`config.mk`:
```
export PLATFORM = sky130hd
export DESIGN_NAME = pwm_tbgen
export DESIGN_NICKNAME = d
export VERILOG_FILES = /design/src/rtl/pwm_tbgen_pkg.sv /design/src/rtl/pwm_prescale.sv /design/src/rtl/pwm_timebase.sv /design/src/rtl/pwm_cmpbank.sv /design/src/rtl/pwm_action.sv /design/src/rtl/pwm_tbgen.sv
export SDC_FILE = /design/constraint.sdc
export NUM_CORES = 1
export LEC_CHECK = 0
export CORE_MARGIN = 4
export CORE_UTILIZATION = 24
export CTS_CLUSTER_DIAMETER = 60
export DETAILED_ROUTE_END_ITERATION = 12
export PLACE_DENSITY = 0.37
export RECOVER_POWER = 50
export SYNTH_ARGS = -nofsm -noshare
export SYNTH_HDL_FRONTEND = slang
export SYNTH_SLANG_ARGS = --single-unit
export TNS_END_PERCENT = 100
```
`constraint.sdc`:
```
create_clock -name clk -period 3 [get_ports clk]
set_input_delay 0.6 -clock clk [delete_from_list [all_inputs] [get_ports clk]]
set_output_delay 0.6 -clock clk [all_outputs]
set_load 0.01 [all_outputs]
```
`src/rtl/pwm_tbgen_pkg.sv`:
```
package pwm_tbgen_pkg;
  localparam logic [1:0] MODE_STOP = 2'd0;
  localparam logic [1:0] MODE_UP   = 2'd1;
  localparam logic [1:0] MODE_DOWN = 2'd2;
  localparam logic [1:0] MODE_UPDN = 2'd3;

  localparam logic [1:0] ACT_HOLD = 2'd0;
  localparam logic [1:0] ACT_CLR  = 2'd1;
  localparam logic [1:0] ACT_SET  = 2'd2;
  localparam logic [1:0] ACT_TGL  = 2'd3;

  localparam logic [1:0] LD_ZERO = 2'd0;
  localparam logic [1:0] LD_PRD  = 2'd1;
  localparam logic [1:0] LD_BOTH = 2'd2;
  localparam logic [1:0] LD_IMM  = 2'd3;

  localparam int TBL_W = 12;
  localparam int F_ZRO = 0;
  localparam int F_PRD = 2;
  localparam int F_C0U = 4;
  localparam int F_C0D = 6;
  localparam int F_C1U = 8;
  localparam int F_C1D = 10;

  localparam int A_CTRL = 0;
  localparam int A_PRD  = 1;
  localparam int A_CMP0 = 2;
endpackage

```
`src/rtl/pwm_prescale.sv`:
```
module pwm_prescale #(
  parameter int EXP_W = 3,
  parameter int HS_W  = 3
) (
  input  logic             clk,
  input  logic             rst,
  input  logic [EXP_W-1:0] exp_i,
  input  logic [HS_W-1:0]  hs_i,
  output logic             tick_o
);
  localparam int C1_W = (1 << EXP_W) - 1;

  logic [C1_W-1:0] c1_q;
  logic [C1_W-1:0] lim;
  logic [HS_W-1:0] c2_q;
  logic            c1_end;

  assign lim    = ~({C1_W{1'b1}} << exp_i);
  assign c1_end = (c1_q >= lim);
  assign tick_o = c1_end && (c2_q >= hs_i);

  always_ff @(posedge clk) begin
    if (rst) begin
      c1_q <= '0;
      c2_q <= '0;
    end else if (c1_end) begin
      c1_q <= '0;
      c2_q <= (c2_q >= hs_i) ? '0 : c2_q + 1'b1;
    end else begin
      c1_q <= c1_q + 1'b1;
    end
  end
endmodule

```
`src/rtl/pwm_timebase.sv`:
```
module pwm_timebase
  import pwm_tbgen_pkg::*;
#(
  parameter int CNT_W = 16
) (
  input  logic             clk,
  input  logic             rst,
  input  logic             tick,
  input  logic [1:0]       cfg_mode,
  input  logic [CNT_W-1:0] prd_i,
  output logic [CNT_W-1:0] cnt_q,
  output logic             run,
  output logic             zero_hit,
  output logic             prd_hit,
  output logic             dir_eff
);
  logic [1:0]       act_mode_q;
  logic [1:0]       eff_mode;
  logic             dir_q;
  logic             dir_nx;
  logic [CNT_W-1:0] cnt_nx;
  logic             at_zero;

  assign at_zero  = (cnt_q == '0);
  assign eff_mode = at_zero ? cfg_mode : act_mode_q;
  assign run      = tick && (eff_mode != MODE_STOP);
  assign zero_hit = run && at_zero;
  assign prd_hit  = run && (cnt_q == prd_i);
  assign dir_eff  = (eff_mode == MODE_UP)   ? 1'b1 :
                    (eff_mode == MODE_DOWN) ? 1'b0 : dir_q;

  always_comb begin
    cnt_nx = cnt_q;
    dir_nx = dir_q;
    case (eff_mode)
      MODE_UP: begin
        cnt_nx = (cnt_q >= prd_i) ? '0 : cnt_q + 1'b1;
        dir_nx = 1'b1;
      end
      MODE_DOWN: begin
        cnt_nx = at_zero ? prd_i : cnt_q - 1'b1;
        dir_nx = 1'b0;
      end
      MODE_UPDN: begin
        if (at_zero) begin
          cnt_nx = (prd_i == '0) ? '0 : {{(CNT_W-1){1'b0}}, 1'b1};
          dir_nx = 1'b1;
        end else if (dir_q && cnt_q >= prd_i) begin
          cnt_nx = cnt_q - 1'b1;
          dir_nx = 1'b0;
        end else begin
          cnt_nx = dir_q ? cnt_q + 1'b1 : cnt_q - 1'b1;
        end
      end
      default: ;
    endcase
  end

  always_ff @(posedge clk) begin
    if (rst) begin
      cnt_q      <= '0;
      dir_q      <= 1'b1;
      act_mode_q <= MODE_STOP;
    end else if (tick) begin
      cnt_q      <= cnt_nx;
      dir_q      <= dir_nx;
      act_mode_q <= eff_mode;
    end
  end

  // the count is frozen between ticks
  a_r2_hold_between_ticks: assert property (@(posedge clk) disable iff (rst)
    !tick |=> $stable(cnt_q));

  // up-down mode moves by exactly one step per tick
  a_r5_unit_step: assert property (@(posedge clk) disable iff (rst)
    (tick && eff_mode == MODE_UPDN && prd_i != '0) |=>
      ((cnt_q - $past(cnt_q)) == {{(CNT_W-1){1'b0}}, 1'b1}) ||
      (($past(cnt_q) - cnt_q) == {{(CNT_W-1){1'b0}}, 1'b1}));

  // the running mode only changes on a tick at count zero
  a_r7_mode_at_zero: assert property (@(posedge clk) disable iff (rst)
    !(tick && at_zero) |=> $stable(act_mode_q));
endmodule

```
`src/rtl/pwm_cmpbank.sv`:
```
module pwm_cmpbank
  import pwm_tbgen_pkg::*;
#(
  parameter int CNT_W = 16,
  parameter int NCMP  = 4
) (
  input  logic              clk,
  input  logic              rst,
  input  logic [NCMP-1:0]   wr_sel,
  input  logic [CNT_W-1:0]  wr_data,
  input  logic [2*NCMP-1:0] ld_sel,
  input  logic              run,
  input  logic              zero_hit,
  input  logic              prd_hit,
  input  logic [CNT_W-1:0]  cnt,
  output logic [NCMP-1:0]   match
);
  for (genvar i = 0; i < NCMP; i++) begin : g_slot
    logic [CNT_W-1:0] sh_q;
    logic [CNT_W-1:0] act_q;
    logic [1:0]       sel;
    logic             ld_evt;

    assign sel = ld_sel[2*i +: 2];
    always_comb begin
      case (sel)
        LD_ZERO: ld_evt = zero_hit;
        LD_PRD:  ld_evt = prd_hit;
        LD_BOTH: ld_evt = zero_hit || prd_hit;
        default: ld_evt = 1'b0;
      endcase
    end

    assign match[i] = run && (cnt == act_q);

    always_ff @(posedge clk) begin
      if (rst) begin
        sh_q  <= '0;
        act_q <= '0;
      end else begin
        if (ld_evt) act_q <= sh_q;
        if (wr_sel[i]) begin
          sh_q <= wr_data;
          if (sel == LD_IMM) act_q <= wr_data;
        end
      end
    end

    // immediate reload makes the written value active on the next clock
    a_r9_imm_follow: assert property (@(posedge clk) disable iff (rst)
      (wr_sel[i] && sel == LD_IMM) |=> (act_q == $past(wr_data)));
  end
endmodule

```
`src/rtl/pwm_action.sv`:
```
module pwm_action
  import pwm_tbgen_pkg::*;
(
  input  logic             clk,
  input  logic             rst,
  input  logic             zero_hit,
  input  logic             prd_hit,
  input  logic             c0_hit,
  input  logic             c1_hit,
  input  logic             dir,
  input  logic [TBL_W-1:0] tbl,
  output logic             pwm_q
);
  logic [1:0] a_c1, a_c0, a_p, a_z, win;

  assign a_c1 = !c1_hit ? ACT_HOLD : dir ? tbl[F_C1U +: 2] : tbl[F_C1D +: 2];
  assign a_c0 = !c0_hit ? ACT_HOLD : dir ? tbl[F_C0U +: 2] : tbl[F_C0D +: 2];
  assign a_p  = prd_hit  ? tbl[F_PRD +: 2] : ACT_HOLD;
  assign a_z  = zero_hit ? tbl[F_ZRO +: 2] : ACT_HOLD;

  always_comb begin
    if      (a_c1 != ACT_HOLD) win = a_c1;
    else if (a_c0 != ACT_HOLD) win = a_c0;
    else if (a_p  != ACT_HOLD) win = a_p;
    else                       win = a_z;
  end

  always_ff @(posedge clk) begin
    if (rst) pwm_q <= 1'b0;
    else begin
      case (win)
        ACT_CLR: pwm_q <= 1'b0;
        ACT_SET: pwm_q <= 1'b1;
        ACT_TGL: pwm_q <= ~pwm_q;
        default: ;
      endcase
    end
  end

  // with no event on this clock the output holds
  a_r13_quiet_hold: assert property (@(posedge clk) disable iff (rst)
    !(zero_hit || prd_hit || c0_hit || c1_hit) |=> $stable(pwm_q));
endmodule

```
`src/rtl/pwm_tbgen.sv`:
```
module pwm_tbgen
  import pwm_tbgen_pkg::*;
#(
  parameter int CNT_W  = 16,
  parameter int ADDR_W = 4,
  parameter int EXP_W  = 3,
  parameter int HS_W   = 3,
  parameter int NCMP   = 4
) (
  input  logic              clk,
  input  logic              rst,
  input  logic              wr_en,
  input  logic [ADDR_W-1:0] wr_addr,
  input  logic [CNT_W-1:0]  wr_data,
  output logic              pwm_a,
  output logic              pwm_b,
  output logic [CNT_W-1:0]  cnt_o,
  output logic              zero_evt,
  output logic              prd_evt,
  output logic [NCMP-1:0]   cmp_evt
);
  localparam int NOUT    = 2;
  localparam int CTRL_W  = 3 + EXP_W + HS_W;
  localparam int EXP_LSB = 2;
  localparam int HS_LSB  = EXP_LSB + EXP_W;
  localparam int IMM_BIT = HS_LSB + HS_W;
  localparam int A_LDSEL = A_CMP0 + NCMP;
  localparam int A_ACT0  = A_LDSEL + 1;

  logic [CTRL_W-1:0] ctrl_q;
  logic [CNT_W-1:0]  prd_sh_q, prd_act_q;
  logic [2*NCMP-1:0] ldsel_q;
  logic [TBL_W-1:0]  tbl_q [NOUT];
  logic [NOUT-1:0]   pwm_w;
  logic [NCMP-1:0]   wr_cmp, match;
  logic              tick, run, zero_hit, prd_hit, dir_eff, imm;

  assign imm = ctrl_q[IMM_BIT];

  pwm_prescale #(.EXP_W(EXP_W), .HS_W(HS_W)) u_pre (
    .clk(clk), .rst(rst),
    .exp_i(ctrl_q[EXP_LSB +: EXP_W]), .hs_i(ctrl_q[HS_LSB +: HS_W]),
    .tick_o(tick));

  pwm_timebase #(.CNT_W(CNT_W)) u_tb (
    .clk(clk), .rst(rst), .tick(tick), .cfg_mode(ctrl_q[1:0]),
    .prd_i(prd_act_q), .cnt_q(cnt_o), .run(run), .zero_hit(zero_hit),
    .prd_hit(prd_hit), .dir_eff(dir_eff));

  for (genvar i = 0; i < NCMP; i++) begin : g_wsel
    assign wr_cmp[i] = wr_en && (wr_addr == ADDR_W'(A_CMP0 + i));
  end

  pwm_cmpbank #(.CNT_W(CNT_W), .NCMP(NCMP)) u_cmp (
    .clk(clk), .rst(rst), .wr_sel(wr_cmp), .wr_data(wr_data),
    .ld_sel(ldsel_q), .run(run), .zero_hit(zero_hit), .prd_hit(prd_hit),
    .cnt(cnt_o), .match(match));

  for (genvar g = 0; g < NOUT; g++) begin : g_out
    pwm_action u_act (
      .clk(clk), .rst(rst), .zero_hit(zero_hit), .prd_hit(prd_hit),
      .c0_hit(match[0]), .c1_hit(match[1]), .dir(dir_eff),
      .tbl(tbl_q[g]), .pwm_q(pwm_w[g]));

    always_ff @(posedge clk) begin
      if (rst) tbl_q[g] <= '0;
      else if (wr_en && wr_addr == ADDR_W'(A_ACT0 + g)) tbl_q[g] <= wr_data[TBL_W-1:0];
    end
  end

  assign pwm_a = pwm_w[0];
  assign pwm_b = pwm_w[1];

  always_ff @(posedge clk) begin
    if (rst) begin
      ctrl_q    <= '0;
      ldsel_q   <= '0;
      prd_sh_q  <= '0;
      prd_act_q <= '0;
      zero_evt  <= 1'b0;
      prd_evt   <= 1'b0;
      cmp_evt   <= '0;
    end else begin
      zero_evt <= zero_hit;
      prd_evt  <= prd_hit;
      cmp_evt  <= match;
      if (wr_en && wr_addr == ADDR_W'(A_CTRL))  ctrl_q  <= wr_data[CTRL_W-1:0];
      if (wr_en && wr_addr == ADDR_W'(A_LDSEL)) ldsel_q <= wr_data[2*NCMP-1:0];
      if (zero_hit && !imm) prd_act_q <= prd_sh_q;
      if (wr_en && wr_addr == ADDR_W'(A_PRD)) begin
        prd_sh_q <= wr_data;
        if (imm) prd_act_q <= wr_data;
      end
    end
  end

  // event pulses only follow a tick
  a_r10_evt_on_tick: assert property (@(posedge clk) disable iff (rst)
    (zero_evt || prd_evt || (|cmp_evt)) |-> $past(tick));
endmodule

```
======== Yosys cells after proc, flatten, opt, wreduce, memory -nomap -nowiden ========
Memories as Yosys holds them, arrays and structs flattened.
Index checks and enable logic that the tools add are counted.
storage, ports and cells
  memories ................................ 1
  RAM bits ................................ 24
  output and inout bits ................... 24
  word-level logic and storage cells ...... 175
  bits in read-only memories .............. 0
  bits in registers ....................... 214
  input bits .............................. 23
  bits in latches ......................... 0
operators by class
  shift operators ......................... 1
  order comparisons ....................... 3
  multiplexer cells ....................... 63
  div/mod/pow operators ................... 0
  reduce and logical (&&, ||, !) cells .... 41
  $add $sub $neg .......................... 4
  equality and inequality tests ........... 35
  bitwise gates (word level) .............. 5
  multipliers ............................. 0
memory list
  name   depth  bits a word  rd ports  clocked after Yosys merged registers in  wr ports  RTL line         RTL
  tbl_q  2      12           2         0                                        2         pwm_tbgen.sv:33  logic [TBL_W-1:0] tbl_q [NOUT];
operators by type and width
  cell                                                 number
  2-to-1 mux 16 bit                                    20
  equality test 16 bit                                 5
  one-hot mux 16 bit (3 select lines)                  1
  2-to-1 mux 2 bit                                     19
  logical NOT 16 bit                                   2
  equality test 2 bit, second input constant           14
  2-to-1 mux 12 bit                                    2
  one-hot mux 1 bit (3 select lines)                   7
  logical AND 1 bit                                    19
  adder 16 x 1 -> 16 bit, second input constant        1
  equality test 4 x 3 -> 1 bit, second input constant  4
  greater-or-equal comparator 16 bit                   1
  subtractor 16 x 1 -> 16 bit, second input constant   1
  equality test 2 x 1 -> 1 bit, second input constant  7
  nonzero test 2 bit                                   7
  2-to-1 mux 1 bit                                     13
  nonzero test 3 bit                                   3
  equality test 4 x 2 -> 1 bit, second input constant  2
  logical NOT 2 bit                                    4
  adder 7 x 1 -> 7 bit, second input constant          1
  greater-or-equal comparator 7 bit                    1
  NOT 7 bit                                            1
  << shifter 7 x 3 -> 7 bit, first input constant      1
  equality test 4 x 1 -> 1 bit, second input constant  1
  13 further kinds                                     15

======== Longest topological paths before layout ========
  depth in word-level cells ............... 13
  depth in mapped cells ................... 13

======== By module ========
A second synthesis with hierarchy kept.
unflattened totals
  cell total of the unflattened synthesis .. 1484
  area, all modules ....................... 12635.9 µm²
by module, submodules not included
  module        times used  seq. area each (µm²)  area each (µm²)  cells an instance
  pwm_cmpbank   1           2562.5                5995.8           726
  pwm_tbgen     1           1821.7                3348.2           311
  pwm_timebase  1           380.4                 2354.8           330
  pwm_prescale  1           200.2                 654.4            81
  pwm_action    2           20.0                  141.4            18

======== Worst setup path after synthesis ========
OpenSTA, ideal clock, no wires.
  path kind ............................... reg-to-reg
  start point ............................. register u_tb.cnt_q[0]
  end point ............................... register u_cmp.g_slot[0].act_q[10]
  setup time .............................. 0.138 ns
  path buffers ............................ 3
  cell stages (with the launch flop) ...... 12
  setup slack ............................. 0.285 ns
  data required time ...................... 2.862 ns
  clock period less this slack ............ 2.715 ns
  data arrival time ....................... 2.578 ns
  cell sequence ........................... dfxtp_1 > buf_2 > inv_1 > ha_1 > nand4_1 > nor4_4 > buf_2 > nand3b_1 > a21oi_4 > buf_6 > mux2i_1 > a211oi_1
on the way
  longest elaborated chain between the ends .. 10
  elaborated cells on any way between the ends .. 12
  classes of those cells .................. eq/ne (1); mux (5); reduce/logical (6)
RTL lines
  what                                         RTL line                                RTL
  start, declared                              pwm_timebase.sv:11                      output logic [CNT_W-1:0] cnt_q,
  start signal, assigned                       pwm_timebase.sv:65                      cnt_q <= cnt_nx;
  logical NOT 16 bit                           pwm_timebase.sv:24                      assign at_zero = (cnt_q == '0);
  2-to-1 mux 2 bit                             pwm_timebase.sv:25                      assign eff_mode = at_zero ? cfg_mode : act_mode_q;
  nonzero test 2 bit                           pwm_timebase.sv:26                      assign run = tick && (eff_mode != MODE_STOP);
  logical AND 1 bit                            pwm_timebase.sv:26
  logical AND 1 bit, on equally long branches  pwm_timebase.sv:27, pwm_timebase.sv:28
  logical OR 1 bit                             pwm_cmpbank.sv:29                       LD_BOTH: ld_evt = zero_hit || prd_hit;
  one-hot mux 1 bit (3 select lines) (*)       pwm_cmpbank.sv:26                       case (sel)
  2-to-1 mux 16 bit (*)                        pwm_cmpbank.sv:41                       if (ld_evt) act_q <= sh_q;
  2-to-1 mux 16 bit                            pwm_cmpbank.sv:44                       if (sel == LD_IMM) act_q <= wr_data;
  2-to-1 mux 16 bit (*)                        pwm_cmpbank.sv:42                       if (wr_sel[i]) begin
  end signal, assigned                         pwm_cmpbank.sv:41
  end signal, assigned                         pwm_cmpbank.sv:44
  end, declared                                pwm_cmpbank.sv:20                       logic [CNT_W-1:0] act_q;
Every way passes the cells marked *; elsewhere a longest branch is shown, timed or not.
A chain may end at the register's enable or synchronous reset.

======== Worst setup path in the final report ========
  start point ............................. register u_tb.cnt_q[11]
  end point ............................... register u_tb.cnt_q[2]
on the way
  longest elaborated chain between the ends .. 5
  elaborated cells on any way between the ends .. 14
  classes of those cells .................. order compare (1); eq/ne (3); mux (6); reduce/logical (4)
RTL lines
  what                                                                               RTL line                                                    RTL
  greater-or-equal comparator 16 bit / logical NOT 16 bit (equally long branches)    pwm_timebase.sv:37, pwm_timebase.sv:48, pwm_timebase.sv:24
  logical AND 1 bit / 2-to-1 mux 2 bit (equally long branches)                       pwm_timebase.sv:48, pwm_timebase.sv:25
  2-to-1 mux 16 bit (tied with other cells)                                          pwm_timebase.sv:48                                          end else if (dir_q && cnt_q >= prd_i) begin
  2-to-1 mux 16 bit / nonzero test 3 bit (equally long branches)                     n/a
  one-hot mux 16 bit (3 select lines) / AND reduction 2 bit (equally long branches)  n/a
Several ways; a longest one is shown, not always the timed one.

==> summary.md <==
| Metric | Value |
|---|---|
| Net Count, Synth | `1472` |
| Setup tns final | `0 ns` |
| Worst EP arrival | `between 3 and 4 ns` |
| Most common cell in the netlist | `dfxtp_1` |
| Detailed Place HPWL | `just over 30000 um` |
| Placed insts | `2129` |
| Final setup viols | `0` |
| Router iterations before antenna repair | `5` |
| # clock sinks | `approximately 240` |
| Ant. Diodes | `0` |
| Synth async-reset ratio | `0%` |
| Detailed Route Iter0 Violations | `roughly 700` |
| Power per cell area | `just under 600 nW/um2` |
| Worst vdd ir | `0.261 mV` |
| Leading cell types by count after synthesis | `dfxtp_1 (214), nand2_1 (210), nor2_1 (139)` |
| RSZ-0062 raised after global routing | `false` |
| CTS Hold Bufs | `0` |
| CTS Buf Count | `36` |
| PortBufs | `46` |
| CTS H-Tree Depth | `2` |
| Top_reg_cell synth | `dfxtp_1` |
| Class of the tightest hold or removal check | `primary input to flip-flop` |
| CTS tree | `yes` |
| CP max FO | `7` |
| Final Max Slew Viols | `0` |
| Initial core utilization | `about a quarter` |
| Crit path launch type | `flip-flop` |
| Required @ worst endpoint | `about 3.4 ns` |
| Height of the die | `233 um` |
| Routed wl met2 | `a little over 20000 um` |
| Clock Tree Root | `clkbuf_16` |
| Vias in the first global route | `10337` |
| Max Buffers Root-to-Sink | `3` |
| Highest Signal Layer | `met4` |
| Max-cap viol count | `0` |
| Vias/cell | `slightly below 5` |
| Total power | `slightly below 9 mW` |
| Routed WL per cell | `approximately 21 um` |
| Met3 routed WL | `1940 um` |
| Remaining antenna violation count | `0` |
| Post-synthesis sequential area ratio | `41.1%` |
| Leak Pwr | `roughly 5.7 nW` |
| Largest net degree at the start of global routing | `115` |
| Clock share of power | `48.4%` |
| Ratio of cells with drive above 1 in the final layout | `about an eighth` |
| Core Region | `50200 um2` |
| Synthesized area | `around 12000 um2` |
| Clock transition at path regs | `0.06 ns` |
| # Post-CTS Setup Buffers | `0` |
| Met1 WL | `between 20000 and 25000 um` |
| Kind of critical path | `flip-flop to flip-flop` |
| Via count | `~11000` |
| Synth top area share | `35.2%` |
| Status | `complete, no violations` |
| Worst rel slew slack | `about 17%` |
| IO Pins | `47` |
| Filler cells | `5309` |
| Total Wirelength | `roughly 46000 um` |
| Final nets | `about 1500` |
| P_int | `approximately 6.2 mW` |
| Synth-to-Final Area Change | `23.4%` |
| Synth cell types | `69` |
| Fin cells | `roughly 2200` |
| # rows | `slightly above 80` |
| Worst slew pin tran | `~1.2 ns` |
| Die W | `233 um` |
| Leading area contributor after synthesis | `dfxtp_1` |
| Post-synth EDFFs | `24` |
| Clock Skew | `0.0235 ns` |
| Post-DP Area | `approximately 14000 um2` |
| GRT Residual Overflow | `0` |
| Final min period | `2.82 ns` |
| Final hold violations | `0` |
| Max Freq | `roughly 360 MHz` |
| Gr usage total | `~17%` |
| Combinational power share | `between 10% and 20%` |
| Yosys reg bits | `approximately 240` |
| Initial antenna violation count | `1` |
| Routability congestion estimate | `0.898` |
| Drt drc | `0` |
| Global-route wire length before repair | `about 68000 um` |
| Resized cells post-CTS | `0` |
| Final instance area | `15000 um2` |
| Syn avg cell area | `approximately 8.6 um2` |
| Warnings from Yosys | `0` |
| Psw | `approximately 2.4 mW` |
| Cells after Synth | `between 1000 and 1500` |
| Largest cells by area after synthesis | `dfxtp_1 (35%), mux2i_1 (8.4%), nand2_1 (6.5%)` |
| Clock insertion delay at the later pin of the skew report | `between 0.5 and 0.6 ns` |
| Sequential power share | `a little under two fifths` |
| Worst setup EP type | `flip-flop` |
| Die area | `54400 um2` |
| Sw Share | `about 28%` |
| Tcrit/Tclk final | `93.9%` |
==> logic make-up after synthesis <==
logic type | after synthesis | synth area share (%)
mux | 108 | 9.03
buf+inv | 142 | 5.00
fa+ha+maj | 33 | 3.35
flops | 238 | 41.1
simple gates | 510 | 19.3
xor+xnor | 84 | 6.04
compound gates | 303 | 16.2
==> power groups by stage <==
stage	clock network (mW)	logic, mW	registers, mW
6_report	4.20	1.18	3.30
2_1_floorplan	0	0.661	3.36
3_3_place_gp	0	1.19	3.37
5_1_grt	4.48	1.27	3.30
3_5_place_dp	0	1.19	3.37
4_1_cts	4.34	1.20	3.30
==> final timing paths <==
path	slack (ns)	endpoint	cells past startpoint	start
max	0.18	u_tb.cnt_q[2]	8	u_tb.cnt_q[11]
min	0.41	ctrl_q[7]	2	rst
max reg2reg	0.18	u_tb.cnt_q[2]	8	u_tb.cnt_q[11]
min reg2reg	0.45	u_cmp.g_slot[0].sh_q[11]	2	u_cmp.g_slot[0].sh_q[11]
==> per-stage QoR <==
stage	util [%]	worst slack [ns]	hold slack, ns
finish	29.9	0.183	0.405
global route	29.9	0.0247	0.389
CTS	30.0	0.106	0.369
detailed placement	27.6	0.134	0.448
global placement	27.6	0.206	0.443
floorplan	-	0.285	0.436
==> per-layer routing <==
layer  global-route usage [%]  vias to the layer above
met2                     26.3                      260
met3                     2.20                       66
met1                     23.2                     5118
met4                     5.70                        0
li1                         -                     5140
met5                        0                        -
==> sequential cells by signal, indices dropped and copies added (netlist names) <==
| signal | cells |
|---|---|
| u_tb.dir_q | 1 |
| u_pre.c2_q | 3 |
| prd_act_q | 16 |
| u_cmp.g_slot.sh_q | 64 |
| ldsel_q | 8 |
| u_tb.act_mode_q | 2 |
| u_tb.cnt_q | 16 |
| prd_sh_q | 16 |
| zero_evt | 1 |
| ctrl_q | 9 |
| cmp_evt | 4 |
| prd_evt | 1 |
| g_out.u_act.pwm_q | 2 |
| tbl_q | 24 |
| u_cmp.g_slot.act_q | 64 |
| u_pre.c1_q | 7 |
==> cell usage in the layout, fill, tap and decap left out, types with 5 or more instances in the layout <==
cell             Yosys  routed
a211oi_1            89      89
a21o_1               8       8
a21oi_1            121     120
a22oi_1              9       9
a31oi_1              5       5
and2_0               0       9
and2_1              27      18
and3_1               5       5
buf_12               0       7
buf_4                3      89
clkbuf_1            85      12
clkbuf_16            0      38
clkbuf_8             0       6
clkdlybuf4s50_1      0      37
dfxtp_1            214     214
dlygate4sd3_1        0       8
edfxtp_1            24      24
ha_1                31      31
inv_1               33      33
inv_6                0       5
mux2_2               5       5
mux2i_1            102     102
nand2_1            210     210
nand3_1             30      30
nand3b_1             5       5
nand4_1             16      16
nor2_1             139     139
nor3_1              20      19
nor4_1              22      22
o21ai_0             18      18
o22ai_1              6       6
or3_1                5       5
xnor2_1             29      29
xor2_1              55      55
==> worst max-delay path, cell delays in order (launching register included) <==
cell	delay [ns]
dfxtp_1	0.46
ha_1	0.29
nand4_1	0.29
nor3_1	0.13
o21bai_1	0.22
and4b_1	0.47
mux2_2	0.40
o41ai_1	0.34
a21oi_1	0.07
==> layout make-up <==
cell class	count	area, um2	area share (%)
inverters	33	124	0.825
well taps	672	841	5.60
flip-flops and latches	238	5000	33.3
clock buffers	50	1060	7.03
multi-input cells	1038	6580	43.8
clock inverters	13	124	0.825
repair buffers	148	1290	8.60
No activity file was read; power rests on OpenSTA's default activity.
